File: config.mk
export PLATFORM = sky130hd
export DESIGN_NAME = scl_period_gen
export DESIGN_NICKNAME = d
export VERILOG_FILES = /design/src/rtl/scl_period_pkg.sv /design/src/rtl/scl_in_sync.sv /design/src/rtl/scl_cnt_bank.sv /design/src/rtl/scl_phase_fsm.sv /design/src/rtl/scl_period_gen.sv
export SDC_FILE = /design/constraint.sdc
export NUM_CORES = 1
export LEC_CHECK = 0
export ABC_AREA = 1
export BUFFER_PORTS_ARGS = -buffer_cell sky130_fd_sc_hd__buf_2
export CAP_MARGIN = 10
export CORE_MARGIN = 2
export CORE_UTILIZATION = 31
export DETAILED_ROUTE_END_ITERATION = 16
export HOLD_SLACK_MARGIN = 0.05
export PLACE_DENSITY_LB_ADDON = 0.25
export SETUP_SLACK_MARGIN = 0.4
export SYNTH_ARGS = -nofsm -noshare
export SYNTH_HDL_FRONTEND = slang
export SYNTH_HIERARCHICAL = 1
export SYNTH_SLANG_ARGS = --single-unit
File: constraint.sdc
create_clock -name clk -period 3.9 [get_ports clk]
set_input_delay 0.39 -clock clk [delete_from_list [all_inputs] [get_ports clk]]
set_output_delay 0.39 -clock clk [all_outputs]
set_load 0.005 [all_outputs]
File: src/rtl/scl_period_pkg.sv
package scl_period_pkg;

    typedef enum logic [1:0] {
        MODE_STD  = 2'd0,
        MODE_FAST = 2'd1,
        MODE_HS   = 2'd2
    } scl_mode_e;

    typedef enum logic [1:0] {
        PH_OFF        = 2'd0,
        PH_DRIVE_LOW  = 2'd1,
        PH_AWAIT_HIGH = 2'd2,
        PH_COUNT_HIGH = 2'd3
    } scl_phase_e;

    function automatic scl_mode_e decode_speed(input logic [1:0] code);
        case (code)
            2'd2:    return MODE_FAST;
            2'd3:    return MODE_HS;
            default: return MODE_STD;
        endcase
    endfunction

endpackage

File: src/rtl/scl_in_sync.sv
module scl_in_sync #(
    parameter int STAGES = 2
) (
    input  logic clk,
    input  logic rst_n,
    input  logic scl_raw_i,
    output logic scl_hi_o
);
    logic [STAGES-1:0] shreg_q;

    always_ff @(posedge clk or negedge rst_n) begin
        if (!rst_n) shreg_q <= '1;
        else        shreg_q <= {shreg_q[STAGES-2:0], scl_raw_i};
    end

    assign scl_hi_o = shreg_q[STAGES-1];
endmodule

File: src/rtl/scl_cnt_bank.sv
module scl_cnt_bank
    import scl_period_pkg::*;
#(
    parameter int CNT_W    = 16,
    parameter bit HS_EN    = 1'b1,
    parameter int RST_HCNT = 6,
    parameter int RST_LCNT = 8
) (
    input  logic             clk,
    input  logic             rst_n,
    input  logic             en_i,
    input  logic             we_i,
    input  logic [2:0]       addr_i,
    input  logic [CNT_W-1:0] wdata_i,
    input  scl_mode_e        mode_i,
    output logic [CNT_W-1:0] hcnt_o,
    output logic [CNT_W-1:0] lcnt_o
);
    localparam int NUM_MODES = HS_EN ? 3 : 2;
    localparam int HS_IDX    = HS_EN ? 2 : 1;

    logic [NUM_MODES-1:0][CNT_W-1:0] h_q;
    logic [NUM_MODES-1:0][CNT_W-1:0] l_q;
    logic [1:0]                      idx;

    // Writes land only while the generator is off
    always_ff @(posedge clk or negedge rst_n) begin
        if (!rst_n) begin
            for (int m = 0; m < NUM_MODES; m++) begin
                h_q[m] <= CNT_W'(RST_HCNT);
                l_q[m] <= CNT_W'(RST_LCNT);
            end
        end else if (we_i && !en_i) begin
            for (int m = 0; m < NUM_MODES; m++) begin
                if (addr_i == 3'(2 * m))     h_q[m] <= wdata_i;
                if (addr_i == 3'(2 * m + 1)) l_q[m] <= wdata_i;
            end
        end
    end

    always_comb begin
        unique case (mode_i)
            MODE_STD:  idx = 2'd0;
            MODE_FAST: idx = 2'd1;
            default:   idx = 2'(HS_IDX);
        endcase
    end

    assign hcnt_o = h_q[idx];
    assign lcnt_o = l_q[idx];

    // configuration frozen while enabled
    p_cfg_locked_r7: assert property (@(posedge clk) disable iff (!rst_n)
        en_i |=> ($stable(h_q) && $stable(l_q)));

    generate
        if (!HS_EN) begin : g_no_hs
            // high-speed request served by fast pair
            p_hs_fallback_r6: assert property (@(posedge clk) disable iff (!rst_n)
                (mode_i == MODE_HS) |-> (hcnt_o == h_q[1] && lcnt_o == l_q[1]));
        end
    endgenerate
endmodule

File: src/rtl/scl_phase_fsm.sv
module scl_phase_fsm
    import scl_period_pkg::*;
#(
    parameter int CNT_W = 16
) (
    input  logic             clk,
    input  logic             rst_n,
    input  logic             en_i,
    input  logic [1:0]       speed_i,
    input  logic             bus_hi_i,
    input  logic [CNT_W-1:0] hcnt_i,
    input  logic [CNT_W-1:0] lcnt_i,
    output scl_mode_e        mode_o,
    output logic             scl_oe_o
);
    scl_phase_e       state_q, state_d;
    scl_mode_e        mode_q;
    logic [CNT_W-1:0] cnt_q;
    logic [CNT_W-1:0] lcnt_eff, hcnt_eff;

    assign lcnt_eff = (lcnt_i == '0) ? CNT_W'(1) : lcnt_i;
    assign hcnt_eff = (hcnt_i == '0) ? CNT_W'(1) : hcnt_i;

    // State register
    always_ff @(posedge clk or negedge rst_n) begin
        if (!rst_n) state_q <= PH_OFF;
        else        state_q <= state_d;
    end

    // Transitions
    always_comb begin
        state_d = state_q;
        if (!en_i) begin
            state_d = PH_OFF;
        end else begin
            unique case (state_q)
                PH_OFF:        state_d = PH_DRIVE_LOW;
                PH_DRIVE_LOW:  if (cnt_q >= lcnt_eff) state_d = PH_AWAIT_HIGH;
                PH_AWAIT_HIGH: if (bus_hi_i)          state_d = PH_COUNT_HIGH;
                PH_COUNT_HIGH: if (cnt_q >= hcnt_eff) state_d = PH_DRIVE_LOW;
            endcase
        end
    end

    // Phase counter
    always_ff @(posedge clk or negedge rst_n) begin
        if (!rst_n) begin
            cnt_q <= '0;
        end else if (state_d == PH_OFF) begin
            cnt_q <= '0;
        end else if (state_d != state_q) begin
            cnt_q <= (state_d == PH_COUNT_HIGH) ? CNT_W'(1) : '0;
        end else if (state_q == PH_DRIVE_LOW || state_q == PH_COUNT_HIGH) begin
            cnt_q <= cnt_q + CNT_W'(1);
        end
    end

    // Speed captured while off
    always_ff @(posedge clk or negedge rst_n) begin
        if (!rst_n)                mode_q <= MODE_STD;
        else if (state_q == PH_OFF) mode_q <= decode_speed(speed_i);
    end

    // Outputs
    always_comb begin
        mode_o   = mode_q;
        scl_oe_o = 1'b0;
        unique case (state_q)
            PH_DRIVE_LOW: scl_oe_o = 1'b1;
            default:      scl_oe_o = 1'b0;
        endcase
    end

    // disable releases SCL on the next cycle
    p_release_on_off_r1: assert property (@(posedge clk) disable iff (!rst_n)
        !en_i |=> !scl_oe_o);

    // low counter never runs past its limit
    p_low_bounded_r2: assert property (@(posedge clk) disable iff (!rst_n)
        (state_q == PH_DRIVE_LOW) |-> (cnt_q <= lcnt_eff));

    // high counting begins only after SCL was seen high
    p_high_after_bus_r4: assert property (@(posedge clk) disable iff (!rst_n)
        (state_q == PH_COUNT_HIGH && $past(state_q) == PH_AWAIT_HIGH) |-> $past(bus_hi_i));

    // mode stays fixed while running
    p_mode_hold_r8: assert property (@(posedge clk) disable iff (!rst_n)
        (state_q != PH_OFF && $past(state_q) != PH_OFF) |-> $stable(mode_q));

    // enable from off always starts with a low phase
    p_first_low_r10: assert property (@(posedge clk) disable iff (!rst_n)
        (state_q == PH_OFF && en_i) |=> scl_oe_o);
endmodule

File: src/rtl/scl_period_gen.sv
module scl_period_gen
    import scl_period_pkg::*;
#(
    parameter int CNT_W       = 16,
    parameter bit HS_EN       = 1'b1,
    parameter int SYNC_STAGES = 2,
    parameter int RST_HCNT    = 6,
    parameter int RST_LCNT    = 8
) (
    input  logic             clk,
    input  logic             rst_n,
    input  logic             en,
    input  logic [1:0]       speed_sel,
    input  logic             cfg_we,
    input  logic [2:0]       cfg_addr,
    input  logic [CNT_W-1:0] cfg_wdata,
    input  logic             scl_in,
    output logic             scl_oe
);
    logic             bus_hi;
    scl_mode_e        act_mode;
    logic [CNT_W-1:0] sel_hcnt, sel_lcnt;

    scl_in_sync #(.STAGES(SYNC_STAGES)) u_sync (
        .clk       (clk),
        .rst_n     (rst_n),
        .scl_raw_i (scl_in),
        .scl_hi_o  (bus_hi)
    );

    scl_cnt_bank #(
        .CNT_W    (CNT_W),
        .HS_EN    (HS_EN),
        .RST_HCNT (RST_HCNT),
        .RST_LCNT (RST_LCNT)
    ) u_bank (
        .clk     (clk),
        .rst_n   (rst_n),
        .en_i    (en),
        .we_i    (cfg_we),
        .addr_i  (cfg_addr),
        .wdata_i (cfg_wdata),
        .mode_i  (act_mode),
        .hcnt_o  (sel_hcnt),
        .lcnt_o  (sel_lcnt)
    );

    scl_phase_fsm #(.CNT_W(CNT_W)) u_fsm (
        .clk      (clk),
        .rst_n    (rst_n),
        .en_i     (en),
        .speed_i  (speed_sel),
        .bus_hi_i (bus_hi),
        .hcnt_i   (sel_hcnt),
        .lcnt_i   (sel_lcnt),
        .mode_o   (act_mode),
        .scl_oe_o (scl_oe)
    );
endmodule

After elaboration in Yosys (flattened, before gate mapping). Index checks and enable logic that the tools add are counted.

Register bits: 118. Input bits: 26. Word-level logic and storage cells: 61.

Add/sub/neg operators: 1. Magnitude comparators: 3. Equal/unequal tests: 13. Muxes and demuxes: 18. Reduce and logical (&&, ||, !) cells: 16.

Operator list (count): 16-bit 2-to-1 mux (7); 16-bit binary-select mux with 2-bit select (2); 16-bit >= comparator (2); 16-bit zero test (2); 16-bit by 1-bit adder with 16-bit output, second input constant (1); 2-bit AND reduction (6); 2-bit equality test, second input constant (5); 2-bit 2-to-1 mux (4); 2-bit one-hot mux with 2 select lines (2); 2-bit one-hot mux with 4 select lines (1); 3-bit by 2-bit equality test with 1-bit output, second input constant (2); 3-bit equality test, second input constant (2); 2-bit zero test (3); 2-bit by 1-bit equality test with 1-bit output, second input constant (2); 3-bit by 1-bit equality test with 1-bit output, second input constant (1); 3-bit zero test (1); 2-bit by 3-bit less-than comparator with 1-bit output, second input constant (1); 3-bit nonzero test (1); 1-bit 2-to-1 mux (2); 2-bit != test (1); 1-bit logical AND (1); 1-bit zero test (1); 1-bit logical OR (1).

Longest topological paths before layout. Gate-level depths: netlist (run 1).

Depth in word-level cells: 14. Depth in mapped cells: 26.

Modules after synthesis. Netlist (run 1), hierarchy kept.

Modules (own cells, without submodules): scl_cnt_bank (times used 1, cells each 570, area an instance 4503.1 um^2); scl_phase_fsm (times used 1, cells each 313, area an instance 2162.1 um^2); scl_in_sync (times used 1, cells each 2, area an instance 52.6 um^2).

Least setup slack after synthesis (run 1). No wires, ideal clock.

Path kind: register to register. Start point: register u_fsm.mode_q[1], in the netlist u_fsm/mode_o[1]. End point: register u_fsm.cnt_q[10]. Arrival time: 2.639 ns. Data required time: 3.782 ns. Setup slack: 1.142 ns. Cell stages (with the launch flop): 26. Buffers on the path: 2. Cells stage by stage: dfrtp_1 clkbuf_1 inv_1 clkbuf_1 o21ai_0 o21ai_0 nor4_1 a41o_1 ha_1 nand2_1 nor2_1 nor2_1 nand2_1 nand2_1 nand2_1 nand2_1 nand2_1 nand2_2 nand2_1 nand2_1 nand2_1 clkinv_2 nand2_4 clkinv_4 nand2_2 nor2_1.

Longest elaborated chain between the ends: 13. Elaborated cells on any way between the ends: 22.

RTL lines: from (decl) (line scl_phase_fsm.sv:17) `scl_mode_e mode_q;`; from (signal assigned) (line scl_phase_fsm.sv:61) `else if (state_q == PH_OFF) mode_q <= decode_speed(speed_i);`; 2-bit by 1-bit equality test with 1-bit output or 2-bit zero test (tied branches) (line scl_cnt_bank.sv:42) `unique case (mode_i)`; 2-bit one-hot mux with 2 select lines * (line scl_cnt_bank.sv:42); 16-bit binary-select mux with 2-bit select * (line scl_cnt_bank.sv:50) `assign lcnt_o = l_q[idx];`; 16-bit 2-to-1 mux (not written as such) * (line scl_cnt_bank.sv:50); net sel_lcnt[8] (line scl_period_gen.sv:22) `logic [CNT_W-1:0] sel_hcnt, sel_lcnt;`; 16-bit zero test (line scl_phase_fsm.sv:21) `assign lcnt_eff = (lcnt_i == '0) ? CNT_W'(1) : lcnt_i;`; 16-bit 2-to-1 mux * (line scl_phase_fsm.sv:21); 16-bit >= comparator * (line scl_phase_fsm.sv:38) `PH_DRIVE_LOW: if (cnt_q >= lcnt_eff) state_d = PH_AWAIT_HIGH;`; 2-bit 2-to-1 mux * (line scl_phase_fsm.sv:38); 2-bit one-hot mux with 4 select lines * (line scl_phase_fsm.sv:36) `unique case (state_q)`; 2-bit 2-to-1 mux * (line scl_phase_fsm.sv:33) `if (!en_i) begin`; 2-bit != test (line scl_phase_fsm.sv:51) `end else if (state_d != state_q) begin`; 16-bit 2-to-1 mux (line scl_phase_fsm.sv:51); 16-bit 2-to-1 mux (line scl_phase_fsm.sv:49) `end else if (state_d == PH_OFF) begin`; to (signal assigned) (line scl_phase_fsm.sv:52) `cnt_q <= (state_d == PH_COUNT_HIGH) ? CNT_W'(1) : '0;`; to (signal assigned) (line scl_phase_fsm.sv:54) `cnt_q <= cnt_q + CNT_W'(1);`; to (decl) (line scl_phase_fsm.sv:18) `logic [CNT_W-1:0] cnt_q;`.

The timed path passes the listed nets; every way through them passes the cells marked *. The select of a mux whose other input is x is not followed. A chain may end at the register's enable or synchronous reset.

Worst setup path after layout (run 1).
Start point: register u_fsm.mode_q[0], in the netlist u_fsm/mode_o[0]. End point: register u_fsm.cnt_q[10].

The elaborated chain is that of the path after synthesis.

==> key figures, run 1 <==
Placed design
  – Placed Cells: 1,166
  – Gpl congestion: 0.807
  – HPWL Detailed: 13.6 mm
  – # port buffers: 26

Drt
  – Antenna Nets Post-Route: 0
  – Drt first pass iters: 5
  – DR iter-0 viols: 388
  – DR vias: 5,895
  – Total Wirelength: 19.7 mm
  – Via/cell ratio: 4.91
  – WL/cell: 16.5 um
  – Post-route DRC: 0

Clocking
  – TritonCTS clock tree: yes
  – CTS Root Cell: clkbuf_16
  – Hold Buf Count CTS: 0
  – H-tree levels: 4
  – Total clock sinks: 118
  – Clock transition at path regs: 0.06 ns
  – Clock Latency Late Sink: 0.43 ns
  – Clock Path Buffers: 2
  – Num CTS Buffers: 17

Setup path
  – CP peak stage delay: 0.41 ns
  – Highest-delay cell along the critical path: nor4_1
  – Buf/Inv on CP: 4
  – Setup CP Type: flip-flop to flip-flop
  – CP arrival: 3.51 ns
  – Crit path cell chain: clkinvlp_4 -> buf_12 -> buf_4 -> nor2_1 -> o21ai_0 -> nor4_1 -> a41o_1 -> ha_1 -> nand2_1 -> nor2_1 -> nor2_1 -> nand2_1 -> nand2_1 -> nand2_1 -> nand2_1 -> nand2_1 -> nand2_2 -> nand2_2 -> nand2_2 -> nand2_2 -> nand2_4 -> clkinv_4 -> nand2_2 -> nor2_1
  – Crit start category: flip-flop
  – Top fanout value on the critical path: 12
  – Cell mode on critical path: nand2_1
  – Crit end category: flip-flop
  – CP required: 4.21 ns
  – Worst path top cell family by delay: simple AND/OR/NAND/NOR gates

Min path
  – HP Class: input port to flip-flop

Floorplan
  – Row count: 53
  – Total Die Area: 22,900 um^2
  – Core outline area: 21,200 um^2
  – Die Width: 151 um
  – Initial Utilization: 31.8%
  – IO Pins: 27
  – Chip height: 151 um

Timing
  – Fin crit share: 82.1%
  – RSZ-0062 raised after global routing: false
  – Setup violators final: 0
  – Setup TNS: 0 ns
  – Final min period: 3.20 ns
  – Slew of the pin with the lowest slew margin: 1.20 ns
  – Layout Skew: 0.0105 ns
  – Slew Limit Fails: 0
  – Relative slew margins: 19.5%
  – Fmax: 312 MHz
  – Final Hold Vio Count: 0

Finish
  – Nets: 971
  – Fraction of layout cells with a size suffix above 1: 14.2%
  – N_diodes: 0
  – Non-Filler Instances: 1,200
  – Commonest non-fill, non-tap cell in the layout: nand2_1
  – Area Growth Syn to Fin: 16.1%
  – Most frequent cells in the layout: nand2_1, dfrtp_1, nand3_1, inv_1, nor2_1

Run status
  – Status: completed

Run
  – Max cap viols: 0

Synth
  – Synth unique cells: 37
  – Average size of a mapped cell: 7.59 um^2
  – Syn Inst Count: 885
  – Syn Std Cell Area: 6720 um^2
  – Mapped Nets: 944
  – Register area share after synthesis: 44.2%
  – Total of warnings raised by yosys: 6
  – Synth Register Bits: 118

GRT
  – Vias in the first global route: 5,823
  – Largest net degree at the start of global routing: 65
  – Tot GR Track Use: 18.6%
  – Grt total ovfl: 0
  – Initial antenna violation count: 0
  – Wire length of the first global-routing pass: 32.3 mm

Pwr
  – Worst VDD drop: 0.285 mV
  – Leakage power: 3.97 nW
  – Cell Pwr Density: 516 nW/um^2
-- synthesized netlist by cell type, drive strengths merged --
cell type	n	area (um^2)
clkbuf	16	60.1
dfrtp	107	2680
ha	33	413
a221oi	1	8.76
nor3	3	20.0
nand3	100	558
xor2	7	61.3
o21a	1	7.51
a41o	2	20.0
o22ai	4	50.1
nand2	342	1310
buf	17	119
nor3b	2	15.0
dfstp	11	289
a21oi	13	68.8
nor4	8	50.1
a31oi	1	6.26
inv	72	270
nand4	2	12.5
o21ai	74	370
clkinv	2	13.8
nor2	66	310
nand3b	1	7.51
-- flip-flops by register name (all words and copies together) (netlist names) --
register	cells
u_sync/shreg_q	2
u_bank/h_q	48
u_bank/l_q	48
u_fsm/mode_o	2
u_fsm/state_q	2
u_fsm/cnt_q	16
-- final cells by class --
cell class | instances | area (um^2)
fill | 2222 | 13400
multi-input combinational | 660 | 3310
sequential | 118 | 2970
clock buffer | 18 | 429
tap | 275 | 344
inverter | 74 | 288
timing repair buffer | 41 | 262
clock inverter | 14 | 199
-- power breakdown --
group	leakage [nW]	switching, mW	internal [mW]
clock network	0.305	0.618	1.08
logic	2.17	0.498	0.262
registers	1.49	0.122	1.45
-- stage by stage --
step | area (um^2) | worst slack [ns] | hold slack, ns | total power, mW | util (%)
2_1_floorplan | 6720 | 1.14 | 0.0944 | 2.05 | -
3_3_place_gp | 7120 | 0.611 | 0.354 | 2.32 | 33.7
3_5_place_dp | 7120 | 0.607 | 0.354 | 2.33 | 33.7
4_1_cts | 7750 | 0.576 | 0.0578 | 4.04 | 36.6
5_1_grt | 7800 | 0.413 | 0.0551 | 4.25 | 36.9
6_report | 7800 | 0.698 | 0.0694 | 4.02 | 36.9
-- final timing paths --
path | cells past startpoint | from | to | slack [ns]
min reg2reg | 0 | u_sync/shreg_q[0] | u_sync/shreg_q[1] | 0.36
min | 1 | scl_in | u_sync/shreg_q[0] | 0.07
max reg2reg | 24 | u_fsm/mode_o[0] | u_fsm/cnt_q[10] | 0.70
min in group asynchronous | 1 | rst_n | u_fsm/cnt_q[7] | 0.08
max in group asynchronous | 2 | rst_n | u_bank/h_q[1] | 2.85
max | 24 | u_fsm/mode_o[0] | u_fsm/cnt_q[10] | 0.70
-- per-layer routing --
metal / vias to the layer above / part of all wire (%) / GRT usage [%]
met3: 21 / 4.5 / 3.61
met2: 147 / 44 / 28.7
met5: - / 0 / 0
met1: 2828 / 50 / 26.9
met4: 0 / 1.1 / 3.88
li1: 2899 / - / -
-- worst reg2reg max path, delay by kind of cell, from the launching register on --
family	cells	cell delay, ns
AND/OR/NAND/NOR	17	1.58
buffers and inverters	4	0.56
flip-flops	1	0.38
AO/OA/AOI/OAI	2	0.35
adder cells (fa/ha/maj)	1	0.22
-- cell families (layout without fill, tap and decap cells) --
family          Yosys count  after routing  share of synthesized area (%)
compound gates           96             96                           7.92
fa+ha+maj                33             33                           6.15
xor+xnor                  7              7                          0.913
buf+inv                 107            147                           6.89
flops                   118            118                           44.2
simple gates            524            524                           34.0
-- repair_timing --
item                                   4_1_cts  5_1_grt
gates resized for setup                      0       10
buffers inserted                             0        2
setup endpoints to repair                    0       12
endpoints found under the hold margin        0        0
Power figures use the tool's default switching activity.
==> inputs of run 2 (changes only) <==
--- a/config.mk
+++ b/config.mk
@@ -5,7 +5,7 @@
 export SDC_FILE = /design/constraint.sdc
 export NUM_CORES = 1
 export LEC_CHECK = 0
-export ABC_AREA = 1
+export ABC_AREA = 0
 export BUFFER_PORTS_ARGS = -buffer_cell sky130_fd_sc_hd__buf_2
 export CAP_MARGIN = 10
 export CORE_MARGIN = 2
==> constraint.sdc (replaced) <==
create_clock -name clk -period 3.28 [get_ports clk]
set_input_delay 0.328 -clock clk [delete_from_list [all_inputs] [get_ports clk]]
set_output_delay 0.328 -clock clk [all_outputs]
set_load 0.005 [all_outputs]
==> run 2 against run 1 <==
The flow now finishes with violations (setup timing). Synthesized area decreased by 7.2%. Clock power increased by 4%. Largest cell class unchanged. Via count decreased by 27%. Final area decreased by 2.0%. Global-route usage decreased by 3.3 points. Register-to-register slack got worse by 0.71 ns.
==> key figures, run 2 <==
Synth
  – Simple-gate area share of the yosys netlist: 10.2% (was 34.0%)
  – Synth top area share: 43.0% (was 39.9%)
  – Synth Register Bits: 118 (unchanged)
  – Synth cell count leaders: dfrtp_1, mux2_2, nand2_1, o21ai_0, inv_1 (was nand2_1, dfrtp_1, nand3_1, inv_1, nor2_1)
  – Syn Std Cell Area: 6230 um^2 (was 6720 um^2)
  – Post-Synth XOR/XNOR Area: 1.41% (was 0.913%)
  – Average size of a mapped cell: 11.5 um^2 (was 7.59 um^2)
  – Synth unique cells: 50 (was 37)
  – Adder-Cell Fraction of Synth Area: 6.63% (was 6.15%)
  – Total of warnings raised by yosys: 6 (unchanged)
  – Mapped Nets: 603 (was 944)
  – Mux cell area share after synthesis: 23.1% (was 0%)
  – Main combinational cell family by area after synthesis: multiplexers (was simple AND/OR/NAND/NOR gates)
  – Post-synth ARST share: 100% (unchanged)
  – Most common cell in the netlist: dfrtp_1 (was nand2_1)
  – Register area share after synthesis: 47.6% (was 44.2%)
  – Area contributors post-synth: dfrtp_1, mux2_2, ha_1, mux2i_1, dfstp_2 (was dfrtp_1, nand2_1, nand3_1, ha_1, dfstp_2)
  – Synth Area in Compound Gates: 6.79% (was 7.92%)
  – Top_reg_cell synth: dfrtp_1 (unchanged)
  – Syn Inst Count: 544 (was 885)
  – Leading area contributor after synthesis: dfrtp_1 (unchanged)
  – EDFF count, synth: 0 (unchanged)

Min path
  – HP Class: input port to flip-flop (unchanged)
  – WHS Endpoint: u_fsm/mode_o[0] (was u_sync/shreg_q[0])
  – HP Start: speed_sel[0] (was scl_in)
  – Hold Path Stages: 2 (was 1)

Timing
  – Slew of the pin with the lowest slew margin: 1.04 ns (was 1.20 ns)
  – Relative slew margins: 30.4% (was 19.5%)
  – Worst setup margin: -0.0168 ns (was 0.698 ns)
  – Setup TNS: -0.0268 ns (was 0 ns)
  – Setup violators final: 2 (was 0)
  – RSZ-0062 raised after global routing: true (was false)
  – Fmax: 303 MHz (was 312 MHz)
  – Worst hold margin: 0.161 ns (was 0.0694 ns)
  – Final Hold Vio Count: 0 (unchanged)
  – Layout Skew: 0.0114 ns (was 0.0105 ns)
  – Slew Limit Fails: 0 (unchanged)
  – Final min period: 3.30 ns (was 3.20 ns)
  – Fin crit share: 101% (was 82.1%)

Clocking
  – Total clock sinks: 118 (unchanged)
  – Clock Path Buffers: 2 (unchanged)
  – H-tree levels: 4 (unchanged)
  – Clock transition at path regs: 0.06 ns (about the same)
  – CTS Root Cell: clkbuf_16 (unchanged)
  – Num CTS Buffers: 17 (unchanged)
  – Clock Latency Late Sink: 0.43 ns (about the same)
  – TritonCTS clock tree: yes (unchanged)

Setup path
  – CP arrival: 3.60 ns (was 3.51 ns)
  – Crit end category: flip-flop (unchanged)
  – Top fanout value on the critical path: 11 (was 12)
  – FF-to-FF path depth: 13 (was 24)
  – Flop-to-flop setup slack: -0.02 ns (was 0.70 ns)
  – CP required: 3.59 ns (was 4.21 ns)
  – Setup CP Type: flip-flop to flip-flop (unchanged)
  – Worst r2r src: u_fsm/mode_o[0] (unchanged)
  – Worst reg2reg endpoint: u_fsm/cnt_q[4] (was u_fsm/cnt_q[10])
  – Crit start category: flip-flop (unchanged)

Drt
  – Post-route DRC: 0 (unchanged)
  – Via/cell ratio: 4.87 (was 4.91)
  – Total Wirelength: 15.4 mm (was 19.7 mm)
  – DR vias: 4,297 (was 5,895)
  – WL/cell: 17.5 um (was 16.5 um)
  – DR iter-0 viols: 222 (was 388)
  – Drt first pass iters: 4 (was 5)
  – Antenna Nets Post-Route: 0 (unchanged)

Placed design
  – # port buffers: 26 (unchanged)
  – Pre-CTS setup slack: -0.0965 ns (was 0.607 ns)
  – Placed Cells: 844 (was 1,166)
  – Dpl cell area: 6860 um^2 (was 7120 um^2)
  – HPWL Detailed: 10.6 mm (was 13.6 mm)
  – Gpl congestion: 0.905 (was 0.807)

Floorplan
  – IO Pins: 27 (unchanged)
  – Core outline area: 19,600 um^2 (was 21,200 um^2)
  – Total Die Area: 21,300 um^2 (was 22,900 um^2)
  – Die Width: 146 um (was 151 um)
  – Initial Utilization: 31.8% (about the same)
  – Chip height: 146 um (was 151 um)
  – Row count: 51 (was 53)

Finish
  – Non-Filler Instances: 883 (was 1,200)
  – Core Util, Final: 39.0% (was 36.9%)
  – Commonest non-fill, non-tap cell in the layout: dfrtp_1 (was nand2_1)
  – Nets: 664 (was 971)
  – Most frequent cells in the layout: dfrtp_1, mux2_2, nand2_1, inv_1, buf_4 (was nand2_1, dfrtp_1, nand3_1, inv_1, nor2_1)
  – N_diodes: 0 (unchanged)
  – Fraction of layout cells with a size suffix above 1: 38.3% (was 14.2%)
  – Area Growth Syn to Fin: 22.7% (was 16.1%)
  – Cell area after layout: 7640 um^2 (was 7800 um^2)
  – Largest regs: u_bank/h_q: 48 flops, u_bank/l_q: 48 flops, u_fsm/cnt_q: 16 flops (unchanged)

Pwr
  – Gate power share: 22.8% (was 18.9%)
  – Cell Pwr Density: 621 nW/um^2 (was 516 nW/um^2)
  – Internal: 3.38 mW (was 2.79 mW)
  – Clock power share: 37.0% (was 42.1%)
  – Worst VDD drop: 0.321 mV (was 0.285 mV)
  – Leakage power: 3.38 nW (was 3.97 nW)
  – Tot Pwr: 4.74 mW (was 4.02 mW)
  – Sw power: 1.36 mW (was 1.24 mW)
  – Switch share: 28.6% (was 30.8%)
  – Sequential power share: 40.2% (was 39.0%)

Run
  – Max cap viols: 0 (unchanged)

GRT
  – Grt total ovfl: 0 (unchanged)
  – Initial antenna violation count: 0 (unchanged)
  – Largest net degree at the start of global routing: 72 (was 65)
  – Vias in the first global route: 4,561 (was 5,823)
  – Tot GR Track Use: 15.2% (was 18.6%)
  – Wire length of the first global-routing pass: 25.0 mm (was 32.3 mm)

Run status
  – Failing checks: setup timing
  – Status: complete, but fails checks (was completed)
[run 2: how the worst max path moves through the flow]
stage                                from         endpoint  slack, ns  cells past startpoint
after floorplan           u_fsm/mode_o[0]  u_fsm/cnt_q[14]       0.37                     14
after global placement    u_fsm/mode_o[0]  u_fsm/cnt_q[14]       -0.1                     14
after detailed placement  u_fsm/mode_o[0]   u_fsm/cnt_q[6]       -0.1                     13
after CTS                 u_fsm/mode_o[0]   u_fsm/cnt_q[4]       0.04                     14
after global routing      u_fsm/mode_o[0]  u_fsm/cnt_q[14]      -0.11                     13
final                     u_fsm/mode_o[0]   u_fsm/cnt_q[4]      -0.02                     13
[run 2: layer usage]
| layer | global-route usage [%] | part of all wire, % | wire [um] |
|---|---|---|---|
| met1 | 20.2 | 47 | 7220 |
| met2 | 24.6 | 48 | 7330 |
| met3 | 3.70 | 4.3 | 655 |
| met4 | 4.80 | 1.3 | 201 |
| met5 | 0 | 0 | 0 |
[run 2: cells by family after synthesis]
kind of cell / Yosys count
multiplexers: 128
AND/OR/NAND/NOR: 126
flip-flops: 118
AO/OA/AOI/OAI: 70
buffers and inverters: 59
adder cells (fa/ha/maj): 33
XOR/XNOR: 10
[run 2: power by group through the flow]
| stage | logic, mW | registers (mW) | clock network [mW] |
|---|---|---|---|
| finish | 1.08 | 1.91 | 1.75 |
| global route | 1.20 | 1.94 | 1.86 |
| CTS | 1.04 | 1.91 | 1.79 |
| detailed placement | 0.973 | 1.93 | 0 |
| global placement | 0.943 | 1.92 | 0 |
| floorplan | 0.653 | 1.88 | 0 |
[run 2: worst max-delay path: stages (launching register included)]
cell and delay (ns):
dfrtp_2 0.46, buf_12 0.18, mux2i_1 0.12, o21ai_1 0.31, inv_1 0.09, ha_1 0.28
nand4_1 0.11, or3_1 0.38, or4_1 0.49, o211ai_1 0.23, o22a_4 0.24, buf_4 0.11
a21oi_1 0.03, a21o_1 0.14
[run 2: what timing repair did]
| action | 4_1_cts | 5_1_grt |
|---|---|---|
| hold endpoints to repair | 46 | 0 |
| pin swaps | 6 | 4 |
| buffers inserted | 3 | 1 |
| endpoints found under the setup margin | 18 | 18 |
| resized for setup | 29 | 22 |
| gates cloned | 1 | 0 |
| hold buffers | 2 | 0 |
[run 2: area by class of cell]
class,count,area (um^2)
fillers,1886,11900
multi-input cells,368,3190
flip-flops and latches,118,2970
repair buffers,63,465
clock buffers,20,447
well taps,265,332
inverters,37,139
clock inverters,12,104
==> inputs of run 3 (changes only) <==
--- a/config.mk
+++ b/config.mk
@@ -6,7 +6,7 @@
 export NUM_CORES = 1
 export LEC_CHECK = 0
 export ABC_AREA = 0
-export BUFFER_PORTS_ARGS = -buffer_cell sky130_fd_sc_hd__buf_2
+export BUFFER_PORTS_ARGS = -buffer_cell sky130_fd_sc_hd__clkbuf_2
 export CAP_MARGIN = 10
 export CORE_MARGIN = 2
 export CORE_UTILIZATION = 31
==> constraint.sdc (replaced) <==
create_clock -name clk -period 3.28 [get_ports clk]
set_input_delay 0.328 -clock clk [delete_from_list [all_inputs] [get_ports clk]]
set_output_delay 0.328 -clock clk [all_outputs]
set_load 0.02 [all_outputs]
==> run 3 against run 2 <==
The run still ends with setup timing left. Routed wire length rose by 3.5%. Largest power group unchanged. Sequential cell count unchanged. Sequential share of layout area fell by 0.77 points. Fmax fell by 1.3%. Non-clock buffer count is 2 higher. Die area stayed put. Critical path type unchanged.
==> key figures, run 3 (same netlist as run 2, synthesis figures left out) <==
Setup path
  – Flop-to-flop setup slack: -0.06 ns (was -0.02 ns)
  – Crit end category: flip-flop (unchanged)
  – Top fanout value on the critical path: 6 (was 11)
  – CP arrival: 3.65 ns (was 3.60 ns)
  – Crit start category: flip-flop (unchanged)
  – Worst path top cell family by delay: simple AND/OR/NAND/NOR gates (unchanged)
  – Highest-delay cell along the critical path: dfrtp_2 (was or4_1)
  – Setup CP Type: flip-flop to flip-flop (unchanged)
  – Buf/Inv on CP: 4 (was 3)
  – CP required: 3.59 ns (about the same)
  – Cell mode on critical path: buf_4
  – Crit path cell chain: buf_12 -> mux2i_1 -> o21ai_1 -> buf_4 -> inv_1 -> ha_1 -> nand4_1 -> or3_1 -> or4_1 -> o211ai_1 -> o22a_4 -> buf_4 -> o21ai_2 -> a21o_1 (was buf_12 -> mux2i_1 -> o21ai_1 -> inv_1 -> ha_1 -> nand4_1 -> or3_1 -> or4_1 -> o211ai_1 -> o22a_4 -> buf_4 -> a21oi_1 -> a21o_1)
  – CP peak stage delay: 0.48 ns (was 0.49 ns)

Timing
  – Worst setup margin: -0.0616 ns (was -0.0168 ns)
  – Relative slew margins: 44.7% (was 30.4%)
  – Fin crit share: 102% (was 101%)
  – Setup violators final: 3 (was 2)
  – RSZ-0062 raised after global routing: true (unchanged)
  – Final min period: 3.34 ns (was 3.30 ns)
  – Fmax: 299 MHz (was 303 MHz)
  – Final Hold Vio Count: 0 (unchanged)
  – Slew Limit Fails: 0 (unchanged)
  – Layout Skew: 0.0109 ns (was 0.0114 ns)
  – Slew of the pin with the lowest slew margin: 0.830 ns (was 1.04 ns)

Pwr
  – Cell Pwr Density: 626 nW/um^2 (was 621 nW/um^2)
  – Tot Pwr: 4.88 mW (was 4.74 mW)
  – Worst VDD drop: 0.262 mV (was 0.321 mV)
  – Leakage power: 3.44 nW (was 3.38 nW)

GRT
  – Grt total ovfl: 0 (unchanged)
  – Tot GR Track Use: 15.3% (was 15.2%)
  – Vias in the first global route: 4,600 (was 4,561)
  – Initial antenna violation count: 0 (unchanged)
  – Wire length of the first global-routing pass: 25.3 mm (was 25.0 mm)
  – Largest net degree at the start of global routing: 72 (unchanged)

Drt
  – DR vias: 4,399 (was 4,297)
  – WL/cell: 18.0 um (was 17.5 um)
  – Total Wirelength: 15.9 mm (was 15.4 mm)
  – Drt first pass iters: 4 (unchanged)
  – Post-route DRC: 0 (unchanged)
  – DR iter-0 viols: 227 (was 222)
  – Antenna Nets Post-Route: 0 (unchanged)
  – Via/cell ratio: 4.97 (was 4.87)

Placed design
  – # port buffers: 26 (unchanged)
  – Pre-CTS setup slack: -0.0852 ns (was -0.0965 ns)
  – HPWL Detailed: 10.5 mm (was 10.6 mm)
  – Gpl congestion: 0.863 (was 0.905)
  – Dpl cell area: 6850 um^2 (was 6860 um^2)
  – Placed Cells: 842 (was 844)

Clocking
  – Total clock sinks: 118 (unchanged)
  – Num CTS Buffers: 17 (unchanged)
  – TritonCTS clock tree: yes (unchanged)
  – H-tree levels: 4 (unchanged)
  – Clock Path Buffers: 2 (unchanged)
  – Clock Latency Late Sink: 0.43 ns (about the same)
  – CTS Root Cell: clkbuf_16 (unchanged)
  – Clock transition at path regs: 0.07 ns (was 0.06 ns)

Floorplan
  – Core outline area: 19,600 um^2 (unchanged)
  – Row count: 51 (unchanged)
  – Die Width: 146 um (unchanged)
  – Initial Utilization: 31.8% (unchanged)
  – Total Die Area: 21,300 um^2 (unchanged)
  – Chip height: 146 um (unchanged)
  – IO Pins: 27 (unchanged)

Run
  – Max cap viols: 0 (unchanged)

Finish
  – Most frequent cells in the layout: dfrtp_1, mux2_2, nand2_1, inv_1, ha_1 (was dfrtp_1, mux2_2, nand2_1, inv_1, buf_4)
  – Area Growth Syn to Fin: 25.1% (was 22.7%)
  – Commonest non-fill, non-tap cell in the layout: dfrtp_1 (unchanged)
  – Fraction of layout cells with a size suffix above 1: 40.1% (was 38.3%)
  – Largest regs: u_bank/h_q: 48 flops, u_bank/l_q: 48 flops, u_fsm/cnt_q: 16 flops (unchanged)
  – Cell area after layout: 7800 um^2 (was 7640 um^2)
  – N_diodes: 0 (unchanged)
  – Nets: 667 (was 664)
  – Non-Filler Instances: 886 (was 883)

Run status
  – Failing checks: setup timing (unchanged)
  – Status: complete, but fails checks (unchanged)

Min path
  – HP Class: input port to flip-flop (unchanged)
==> run 3: changes by cell type in the layout (fill, tap and decap cells not counted), moves of 2 or more <==
cell / delta
o21ai_2: +5
clkbuf_2: +25
o21ai_1: -7
o21ai_0: +2
nor3_1: -2
clkinv_4: +3
buf_2: -25
buf_4: -2
clkinvlp_4: +2
clkbuf_16: +2
clkinv_2: -5
==> run 3: power breakdown <==
part | internal [mW] | switching (mW) | leakage (nW) | total, mW
sequential | 1.76 | 0.154 | 1.45 | 1.91
clock | 1.15 | 0.716 | 0.272 | 1.86
combinational | 0.580 | 0.526 | 1.71 | 1.11
==> run 3: path summary, 6_finish.rpt <==
kind,start,endpoint,cells after the start
setup / recovery,u_fsm/mode_o[0],u_fsm/cnt_q[6],14
min in group asynchronous,rst_n,u_fsm/cnt_q[1],2
hold / removal,speed_sel[0],u_fsm/mode_o[0],2
setup reg to reg,u_fsm/mode_o[0],u_fsm/cnt_q[6],14
hold reg to reg,u_sync/shreg_q[0],u_sync/shreg_q[1],0
max in group asynchronous,rst_n,u_bank/h_q[2],3
==> run 3: worst register-to-register path, cell delays in order (launching register included) <==
cell and delay, ns:
dfrtp_2 0.48, buf_12 0.18, mux2i_1 0.12, o21ai_1 0.25, buf_4 0.17, inv_1 0.03
ha_1 0.27, nand4_1 0.14, or3_1 0.39, or4_1 0.41, o211ai_1 0.20, o22a_4 0.26
buf_4 0.12, o21ai_2 0.05, a21o_1 0.15
==> run 3: cell type report <==
class                   instances  area (um^2)
repair buffers                 65          532
fillers                      1865        11800
multi-input cells             369         3230
inverters                      37          139
clock inverters                13          150
well taps                     265          332
flip-flops and latches        118         2970
clock buffers                  19          443
==> run 3: layer usage <==
metal,vias up,wire length [um],GRT usage [%]
met4,0,475,6.47
met3,25,563,3.79
met5,-,0,0
met2,83,7320,23.6
li1,2065,-,-
met1,2226,7590,20.4
==> run 3: repair_timing <==
action,in CTS,in global routing
gates resized for setup,15,44
hold buffers,2,0
endpoints found under the setup margin,18,18
setup buffers,0,6
hold endpoints to repair,46,0
pin swaps,1,14
gates cloned,0,4
==> run 3: metrics by stage <==
stage	hold WS (ns)	TNS, ns	util (%)
global placement	0.351	-0.516	34.9
floorplan	0.0324	0	-
CTS	0.106	0	38.3
detailed placement	0.351	-0.194	34.9
finish	0.120	-0.170	39.8
global route	0.118	-1.36	39.8
